==> config.mk <==
export PLATFORM = sky130hd
export DESIGN_NAME = mdio_paged_seq
export DESIGN_NICKNAME = d
export VERILOG_FILES = /design/src/rtl/mdpp_pkg.sv /design/src/rtl/mdpp_decode.sv /design/src/rtl/mdpp_collect.sv /design/src/rtl/mdpp_fsm.sv /design/src/rtl/mdio_paged_seq.sv
export SDC_FILE = /design/constraint.sdc
export NUM_CORES = 1
export LEC_CHECK = 0
export BUFFER_PORTS_ARGS = -buffer_cell sky130_fd_sc_hd__buf_2
export CELL_PAD_IN_SITES_DETAIL_PLACEMENT = 0
export CELL_PAD_IN_SITES_GLOBAL_PLACEMENT = 1
export CORE_AREA = 4 4 172 174
export CTS_BUF_LIST = sky130_fd_sc_hd__clkbuf_16
export DETAILED_ROUTE_END_ITERATION = 8
export DIE_AREA = 0 0 176 178
export GPL_TIMING_DRIVEN = 0
export PLACE_DENSITY = 0.65
export SYNTH_ARGS = -nofsm -noshare
export SYNTH_HDL_FRONTEND = slang
export SYNTH_SLANG_ARGS = --single-unit
==> constraint.sdc <==
create_clock -name clk -period 4.1 [get_ports clk]
set_input_delay 1.23 -clock clk [delete_from_list [all_inputs] [get_ports clk]]
set_output_delay 1.23 -clock clk [all_outputs]
set_load 0.05 [all_outputs]
==> src/rtl/mdpp_pkg.sv <==
package mdpp_pkg;

    localparam int unsigned DW       = 16;
    localparam int unsigned NSLOT    = 4;
    localparam int unsigned RDW      = DW * NSLOT;

    localparam logic [4:0] REG_PAGE  = 5'h10;
    localparam logic [4:0] REG_CMD   = 5'h11;
    localparam logic [4:0] REG_DATA0 = 5'h18;

    localparam logic [1:0] OP_WR     = 2'd1;
    localparam logic [1:0] OP_RD     = 2'd2;

    typedef enum logic [2:0] {
        ST_PAGE,
        ST_WDATA,
        ST_CMD,
        ST_POLL,
        ST_RDATA
    } step_e;

    typedef enum logic [1:0] {
        PH_IDLE,
        PH_XFER,
        PH_GAP
    } phase_e;

    typedef struct packed {
        logic           write;
        logic [7:0]     page;
        logic [7:0]     regad;
        logic [3:0]     len;
        logic [1:0]     last;
        logic [RDW-1:0] wdata;
    } job_t;

    function automatic logic len_ok(input logic [3:0] len);
        return (len == 4'd1) || (len == 4'd2) || (len == 4'd4) ||
               (len == 4'd6) || (len == 4'd8);
    endfunction

    function automatic logic [1:0] len_last(input logic [3:0] len);
        case (len)
            4'd4:    return 2'd1;
            4'd6:    return 2'd2;
            4'd8:    return 2'd3;
            default: return 2'd0;
        endcase
    endfunction

    function automatic logic [RDW-1:0] len_mask(input logic [3:0] len);
        logic [RDW-1:0] m;
        m = '0;
        for (int b = 0; b < RDW / 8; b++) begin
            if (b < int'(len)) m[b*8 +: 8] = 8'hFF;
        end
        return m;
    endfunction

endpackage

==> src/rtl/mdpp_decode.sv <==
module mdpp_decode
    import mdpp_pkg::*;
(
    input  logic [3:0]     len,
    input  logic [RDW-1:0] wdata,
    output logic           legal,
    output logic [1:0]     last,
    output logic [RDW-1:0] wdata_masked
);
    always_comb begin
        legal        = len_ok(len);
        last         = len_last(len);
        wdata_masked = wdata & len_mask(len);
    end
endmodule

==> src/rtl/mdpp_collect.sv <==
module mdpp_collect
    import mdpp_pkg::*;
(
    input  logic           clk,
    input  logic           rst,
    input  logic           clr,
    input  logic           cap,
    input  logic [1:0]     cap_idx,
    input  logic [DW-1:0]  din,
    input  logic           commit,
    input  logic [3:0]     len,
    output logic [RDW-1:0] rdata
);
    logic [DW-1:0]  slot [NSLOT];
    logic [RDW-1:0] merged;

    for (genvar g = 0; g < NSLOT; g++) begin : g_slot
        always_ff @(posedge clk) begin
            if (rst || clr)
                slot[g] <= '0;
            else if (cap && cap_idx == 2'(g))
                slot[g] <= din;
        end
        assign merged[g*DW +: DW] = (cap && cap_idx == 2'(g)) ? din : slot[g];
    end

    always_ff @(posedge clk) begin
        if (rst)
            rdata <= '0;
        else if (commit)
            rdata <= merged & len_mask(len);
    end
endmodule

==> src/rtl/mdpp_fsm.sv <==
module mdpp_fsm
    import mdpp_pkg::*;
#(
    parameter int unsigned MAX_POLLS = 100,
    parameter logic [4:0]  PHY_ADDR  = 5'h1E
) (
    input  logic           clk,
    input  logic           rst,
    input  logic           req_valid,
    input  logic           req_write,
    input  logic [7:0]     req_page,
    input  logic [7:0]     req_reg,
    input  logic [3:0]     req_len,
    input  logic           legal,
    input  logic [1:0]     last,
    input  logic [RDW-1:0] wdata_masked,
    output logic           busy,
    output logic           done,
    output logic           err_len,
    output logic           err_tmo,
    output logic           mdio_req,
    output logic [4:0]     mdio_phy,
    output logic [4:0]     mdio_reg,
    output logic [DW-1:0]  mdio_wdata,
    output logic           mdio_rd,
    input  logic           mdio_ack,
    input  logic [1:0]     poll_bits,
    output logic           clr,
    output logic           cap,
    output logic [1:0]     cap_idx,
    output logic           commit,
    output logic [3:0]     job_len
);
    localparam int unsigned PW = $clog2(MAX_POLLS + 1);

    phase_e         phase;
    step_e          step;
    logic [1:0]     idx;
    logic [PW-1:0]  polls;
    logic           page_ok;
    logic [7:0]     page_q;
    job_t           job;
    logic           accept;
    logic           hit;

    assign accept = (phase == PH_IDLE) && req_valid;
    assign hit    = page_ok && (page_q == req_page);

    always_ff @(posedge clk) begin
        if (rst) begin
            phase   <= PH_IDLE;
            step    <= ST_PAGE;
            idx     <= '0;
            polls   <= '0;
            page_ok <= 1'b0;
            page_q  <= '0;
            job     <= '0;
            done    <= 1'b0;
            err_len <= 1'b0;
            err_tmo <= 1'b0;
        end else begin
            done    <= 1'b0;
            err_len <= 1'b0;
            err_tmo <= 1'b0;
            unique case (phase)
                PH_IDLE: begin
                    if (accept) begin
                        if (!legal) begin
                            err_len <= 1'b1;
                        end else begin
                            job.write <= req_write;
                            job.page  <= req_page;
                            job.regad <= req_reg;
                            job.len   <= req_len;
                            job.last  <= last;
                            job.wdata <= wdata_masked;
                            phase     <= PH_XFER;
                            if (!hit) begin
                                step <= ST_PAGE;
                            end else if (req_write) begin
                                step <= ST_WDATA;
                                idx  <= last;
                            end else begin
                                step <= ST_CMD;
                            end
                        end
                    end
                end
                PH_GAP: phase <= PH_XFER;
                PH_XFER: begin
                    if (mdio_ack) begin
                        phase <= PH_GAP;
                        unique case (step)
                            ST_PAGE: begin
                                page_ok <= 1'b1;
                                page_q  <= job.page;
                                if (job.write) begin
                                    step <= ST_WDATA;
                                    idx  <= job.last;
                                end else begin
                                    step <= ST_CMD;
                                end
                            end
                            ST_WDATA: begin
                                if (idx == 2'd0) step <= ST_CMD;
                                else             idx  <= idx - 2'd1;
                            end
                            ST_CMD: begin
                                step  <= ST_POLL;
                                polls <= '0;
                            end
                            ST_POLL: begin
                                if (poll_bits == 2'b00) begin
                                    if (job.write) begin
                                        phase <= PH_IDLE;
                                        done  <= 1'b1;
                                    end else begin
                                        step <= ST_RDATA;
                                        idx  <= job.last;
                                    end
                                end else if (polls == PW'(MAX_POLLS - 1)) begin
                                    phase   <= PH_IDLE;
                                    err_tmo <= 1'b1;
                                end else begin
                                    polls <= polls + PW'(1);
                                end
                            end
                            ST_RDATA: begin
                                if (idx == 2'd0) begin
                                    phase <= PH_IDLE;
                                    done  <= 1'b1;
                                end else begin
                                    idx <= idx - 2'd1;
                                end
                            end
                            default: phase <= PH_IDLE;
                        endcase
                    end
                end
                default: phase <= PH_IDLE;
            endcase
        end
    end

    always_comb begin
        mdio_req   = (phase == PH_XFER);
        mdio_phy   = PHY_ADDR;
        mdio_reg   = REG_CMD;
        mdio_wdata = '0;
        mdio_rd    = 1'b0;
        unique case (step)
            ST_PAGE: begin
                mdio_reg   = REG_PAGE;
                mdio_wdata = {job.page, 8'h01};
            end
            ST_WDATA: begin
                mdio_reg   = REG_DATA0 + {3'b000, idx};
                mdio_wdata = job.wdata[{idx, 4'b0000} +: DW];
            end
            ST_CMD: begin
                mdio_wdata = {job.regad, 6'b000000, (job.write ? OP_WR : OP_RD)};
            end
            ST_POLL: begin
                mdio_rd = 1'b1;
            end
            ST_RDATA: begin
                mdio_reg = REG_DATA0 + {3'b000, idx};
                mdio_rd  = 1'b1;
            end
            default: ;
        endcase
    end

    assign busy    = (phase != PH_IDLE);
    assign clr     = accept && legal;
    assign cap     = (phase == PH_XFER) && (step == ST_RDATA) && mdio_ack;
    assign cap_idx = idx;
    assign commit  = cap && (idx == 2'd0);
    assign job_len = job.len;
endmodule

==> src/rtl/mdio_paged_seq.sv <==
module mdio_paged_seq
    import mdpp_pkg::*;
#(
    parameter int unsigned MAX_POLLS = 100,
    parameter logic [4:0]  PHY_ADDR  = 5'h1E
) (
    input  logic        clk,
    input  logic        rst,
    input  logic        req_valid,
    input  logic        req_write,
    input  logic [7:0]  req_page,
    input  logic [7:0]  req_reg,
    input  logic [3:0]  req_len,
    input  logic [63:0] req_wdata,
    output logic        busy,
    output logic        done,
    output logic        err_len,
    output logic        err_tmo,
    output logic [63:0] rdata,
    output logic        mdio_req,
    output logic [4:0]  mdio_phy,
    output logic [4:0]  mdio_reg,
    output logic [15:0] mdio_wdata,
    output logic        mdio_rd,
    input  logic        mdio_ack,
    input  logic [15:0] mdio_rdata
);
    logic           legal;
    logic [1:0]     last;
    logic [RDW-1:0] wdata_masked;
    logic           clr;
    logic           cap;
    logic [1:0]     cap_idx;
    logic           commit;
    logic [3:0]     job_len;

    mdpp_decode u_dec (
        .len          (req_len),
        .wdata        (req_wdata),
        .legal        (legal),
        .last         (last),
        .wdata_masked (wdata_masked)
    );

    mdpp_fsm #(
        .MAX_POLLS (MAX_POLLS),
        .PHY_ADDR  (PHY_ADDR)
    ) u_fsm (
        .clk          (clk),
        .rst          (rst),
        .req_valid    (req_valid),
        .req_write    (req_write),
        .req_page     (req_page),
        .req_reg      (req_reg),
        .req_len      (req_len),
        .legal        (legal),
        .last         (last),
        .wdata_masked (wdata_masked),
        .busy         (busy),
        .done         (done),
        .err_len      (err_len),
        .err_tmo      (err_tmo),
        .mdio_req     (mdio_req),
        .mdio_phy     (mdio_phy),
        .mdio_reg     (mdio_reg),
        .mdio_wdata   (mdio_wdata),
        .mdio_rd      (mdio_rd),
        .mdio_ack     (mdio_ack),
        .poll_bits    (mdio_rdata[1:0]),
        .clr          (clr),
        .cap          (cap),
        .cap_idx      (cap_idx),
        .commit       (commit),
        .job_len      (job_len)
    );

    mdpp_collect u_col (
        .clk     (clk),
        .rst     (rst),
        .clr     (clr),
        .cap     (cap),
        .cap_idx (cap_idx),
        .din     (mdio_rdata),
        .commit  (commit),
        .len     (job_len),
        .rdata   (rdata)
    );
endmodule

==> impl_metrics.ini <==
[outcome]
status = complete, no violations

[timing]
min_period_over_period_pct = 94.13
worst_pin_slew_ps = 859.0
period_minus_slack_ps = 3859
finalClockSkew_ps = 16.07
rsz0062_at_grt = no
hold_viol_final = 0
final_max_slew_viol_count = 0
fmax_mhz = 259.1
setup_viol = 0
slew_headroom_pct = 42.61

[worst_setup_path]
cp_slowest_cell = clkbuf_1
slowest_delay_ps = 470
arrival_ps = 2630
endpoint_kind = output port
required_ps = 2870
crit_chain = clkbuf_1 -> clkbuf_2 -> mux4_2 -> a21oi_1 -> nor2_1 -> buf_2
cp-start-kind = flip-flop
path_max_fanout = 10
crit_type = reg -> out

[global_routing]
grt_max_degree = 17
antenna_found_initial = 4
grt_overflow = 0
grt_pass1_vias = 7748
grtUsageTotal_pct = 17.96
grt_pass1_wl_um = 44520

[floorplanning]
core_um2 = 27780
pin_count = 201
fp-row-count = 61
die-height_um = 178
die_x_um = 176
dieArea_um2 = 31330
initial_utilization_pct = 34.97

[worst_hold_path]
hold_path.class = reg -> reg

[final_layout]
instances_no_fill = 1539
nets = 1251
drive_gt1_share_pct = 25.86
fillers = 2787
final_area_um2 = 11970
area_delta_synth_final_pct = 23.26

[cts]
postCtsSetupBuffers = 0
clk_pin_slew_ps = 60
clock-sinks = 225
insertion_delay_ps = 530
cts_tree = built
cts_buffers = 26
max-clock-path-buffers = 3
postCtsHoldBufs = 0
htreeDepth = 1
clock-root-buffer = clkbuf_16

[power]
power_density_nw_per_um2 = 416.7
leakage_uw = 0.005335
ir_worst_vdd_uv = 268.7

[yosys]
ys_seq_area_share_pct = 51.31
ys_async_sr_fraction_pct = 0
syn_area_um2 = 9714
ys_ff_latch = 225
ys_warn_count = 0
synth_ff_type = dfxtp_1
ys_types = 60
syn_avg_cell_area_um2 = 10.58
synth_enable_flop_cells = 48
synthCells = 918

[routing]
firstDrtPassIters = 5
drc_errors = 0
viasPerCell = 4.934
detail-route-antenna-nets = 0
wirelength_um = 28700
vias = 7594
drtIter0Drc = 427
post_drt_wl_per_cell_um = 18.65

[job]
drv_cap = 0

[placed_design]
dp.cells = 1491
portBuffers = 190
dp_hpwl_um = 21600
gp_congestion = 0.8259
place_area_um2 = 11160
-- cells in the mapped netlist (all sizes together) (4+ instances only) --
cell / number / share of area, %
a21oi: 52 / 2.7
a2bb2oi: 32 / 2.9
edfxtp: 48 / 15
nor3: 14 / 0.72
nand3: 36 / 1.9
mux2i: 76 / 7.8
a21o: 4 / 0.31
nor2b: 6 / 0.39
xnor2: 15 / 1.4
clkbuf: 39 / 1.5
or3: 4 / 0.26
and2: 48 / 3.1
mux2: 9 / 1.0
inv: 8 / 0.31
o21ai: 9 / 0.46
ha: 5 / 0.64
buf: 40 / 2.3
dfxtp: 177 / 36
nor2: 106 / 4.2
a22o: 69 / 6.2
a2111oi: 4 / 0.55
mux4: 16 / 3.7
o21a: 4 / 0.32
and3: 12 / 0.77
a211oi: 6 / 0.46
nand2b: 4 / 0.26
nand2: 43 / 1.7
-- critical path, delay by kind of cell, from the launching register on --
| kind | cells | cell delay, ps |
|---|---|---|
| AOI/OAI and AO/OA | 1 | 170 |
| and+or+nand+nor | 1 | 80 |
| buffers and inverters | 3 | 1100 |
| DFF | 1 | 360 |
| muxes | 1 | 380 |
-- report_power, final --
group	internal, uW	switching, uW	leakage (uW)	total (uW)
combinational	154	281	0.00299	435
clock	1280	920	0.000410	2200
sequential	2320	29.5	0.00194	2350
-- what timing repair did --
item | 4_1_cts | 5_1_grt
pin swaps | 0 | 0
endpoints found under the setup margin | 26 | 4
resized for setup | 1 | 3
-- cells in the final DEF (no fill, tap or decap), types with 8 or more instances in the layout --
master / instances
a21oi_1: 52
a22o_1: 69
a2bb2oi_1: 32
and2_1: 48
and3_1: 12
buf_2: 214
buf_4: 10
clkbuf_1: 38
clkbuf_16: 28
clkinv_1: 8
dfxtp_1: 177
edfxtp_1: 48
inv_1: 10
mux2_2: 8
mux2i_1: 76
mux4_2: 16
nand2_1: 43
nand3_1: 35
nor2_1: 105
nor3_1: 14
xnor2_1: 15
-- worst paths after layout --
path / start / to / slack, ps / cells past startpoint
setup reg to reg: u_fsm.cap_idx[1]$_SDFFE_PP0P_ / u_col.slot[1][4]$_SDFFCE_PN0P_ / 300 / 8
setup / recovery: u_fsm.cap_idx[1]$_SDFFE_PP0P_ / mdio_wdata[0] / 240 / 6
hold / removal: u_col.rdata[13]$_SDFFE_PP0P_ / u_col.rdata[13]$_SDFFE_PP0P_ / 450 / 2
hold reg to reg: u_col.rdata[13]$_SDFFE_PP0P_ / u_col.rdata[13]$_SDFFE_PP0P_ / 450 / 2
-- flip-flops by register name, summed over array words and instances, names as in the netlist --
name,count
u_col.slot,48
u_fsm.step,3
u_col.rdata,64
u_fsm.cap_idx,2
u_fsm.polls,7
u_fsm.phase,2
u_fsm.job_len,4
u_fsm.err_len,1
u_fsm.done,1
u_fsm.job,83
u_fsm.err_tmo,1
u_fsm.page_ok,1
u_fsm.page_q,8
-- layer usage --
metal  vias to the layer above  GRT usage [%]  wire length, um
met2                       250          29.11            12890
met1                      3544          24.75            13270
li1                       3745              -                -
met4                         6          4.061              631
met3                        49          3.964             1873
met5                         -              0               30
-- final cells by class --
class | count | area, um2 | share of cell area [%]
diodes | 1 | 2.502 | 0.02090
plain buffers | 79 | 375.4 | 3.135
clock buffers | 28 | 700.7 | 5.852
clock inverters | 19 | 110.1 | 0.9195
inverters | 8 | 30.03 | 0.2508
multi-input cells | 611 | 4347 | 36.30
flip-flops and latches | 225 | 4985 | 41.63
well taps | 378 | 473.0 | 3.950
repair buffers | 190 | 950.9 | 7.941
-- per-stage QoR --
step	power, uW	util (%)	setup slack (ps)	hold WS [ps]	TNS [ps]
3_3_place_gp	2838	40.16	-6.211	443.2	-83.45
4_1_cts	5044	43.08	82.25	453.5	0
2_1_floorplan	2665	-	657.1	425.8	0
6_report	4990	43.10	240.7	451.6	0
3_5_place_dp	2837	40.16	-54.43	445.4	-855.4
5_1_grt	5164	43.10	31.40	463.5	0
-- cells by family after synthesis --
| logic type | Yosys count | synth area share [%] |
|---|---|---|
| other cells | 2 | 0.07731 |
| flops | 225 | 51.31 |
| fa+ha+maj | 5 | 0.6440 |
| simple gates | 289 | 14.64 |
| compound gates | 193 | 15.16 |
| buf+inv | 87 | 4.135 |
| xor+xnor | 16 | 1.443 |
| mux | 101 | 12.58 |
Note: power is estimated with default switching activity, not from simulation.
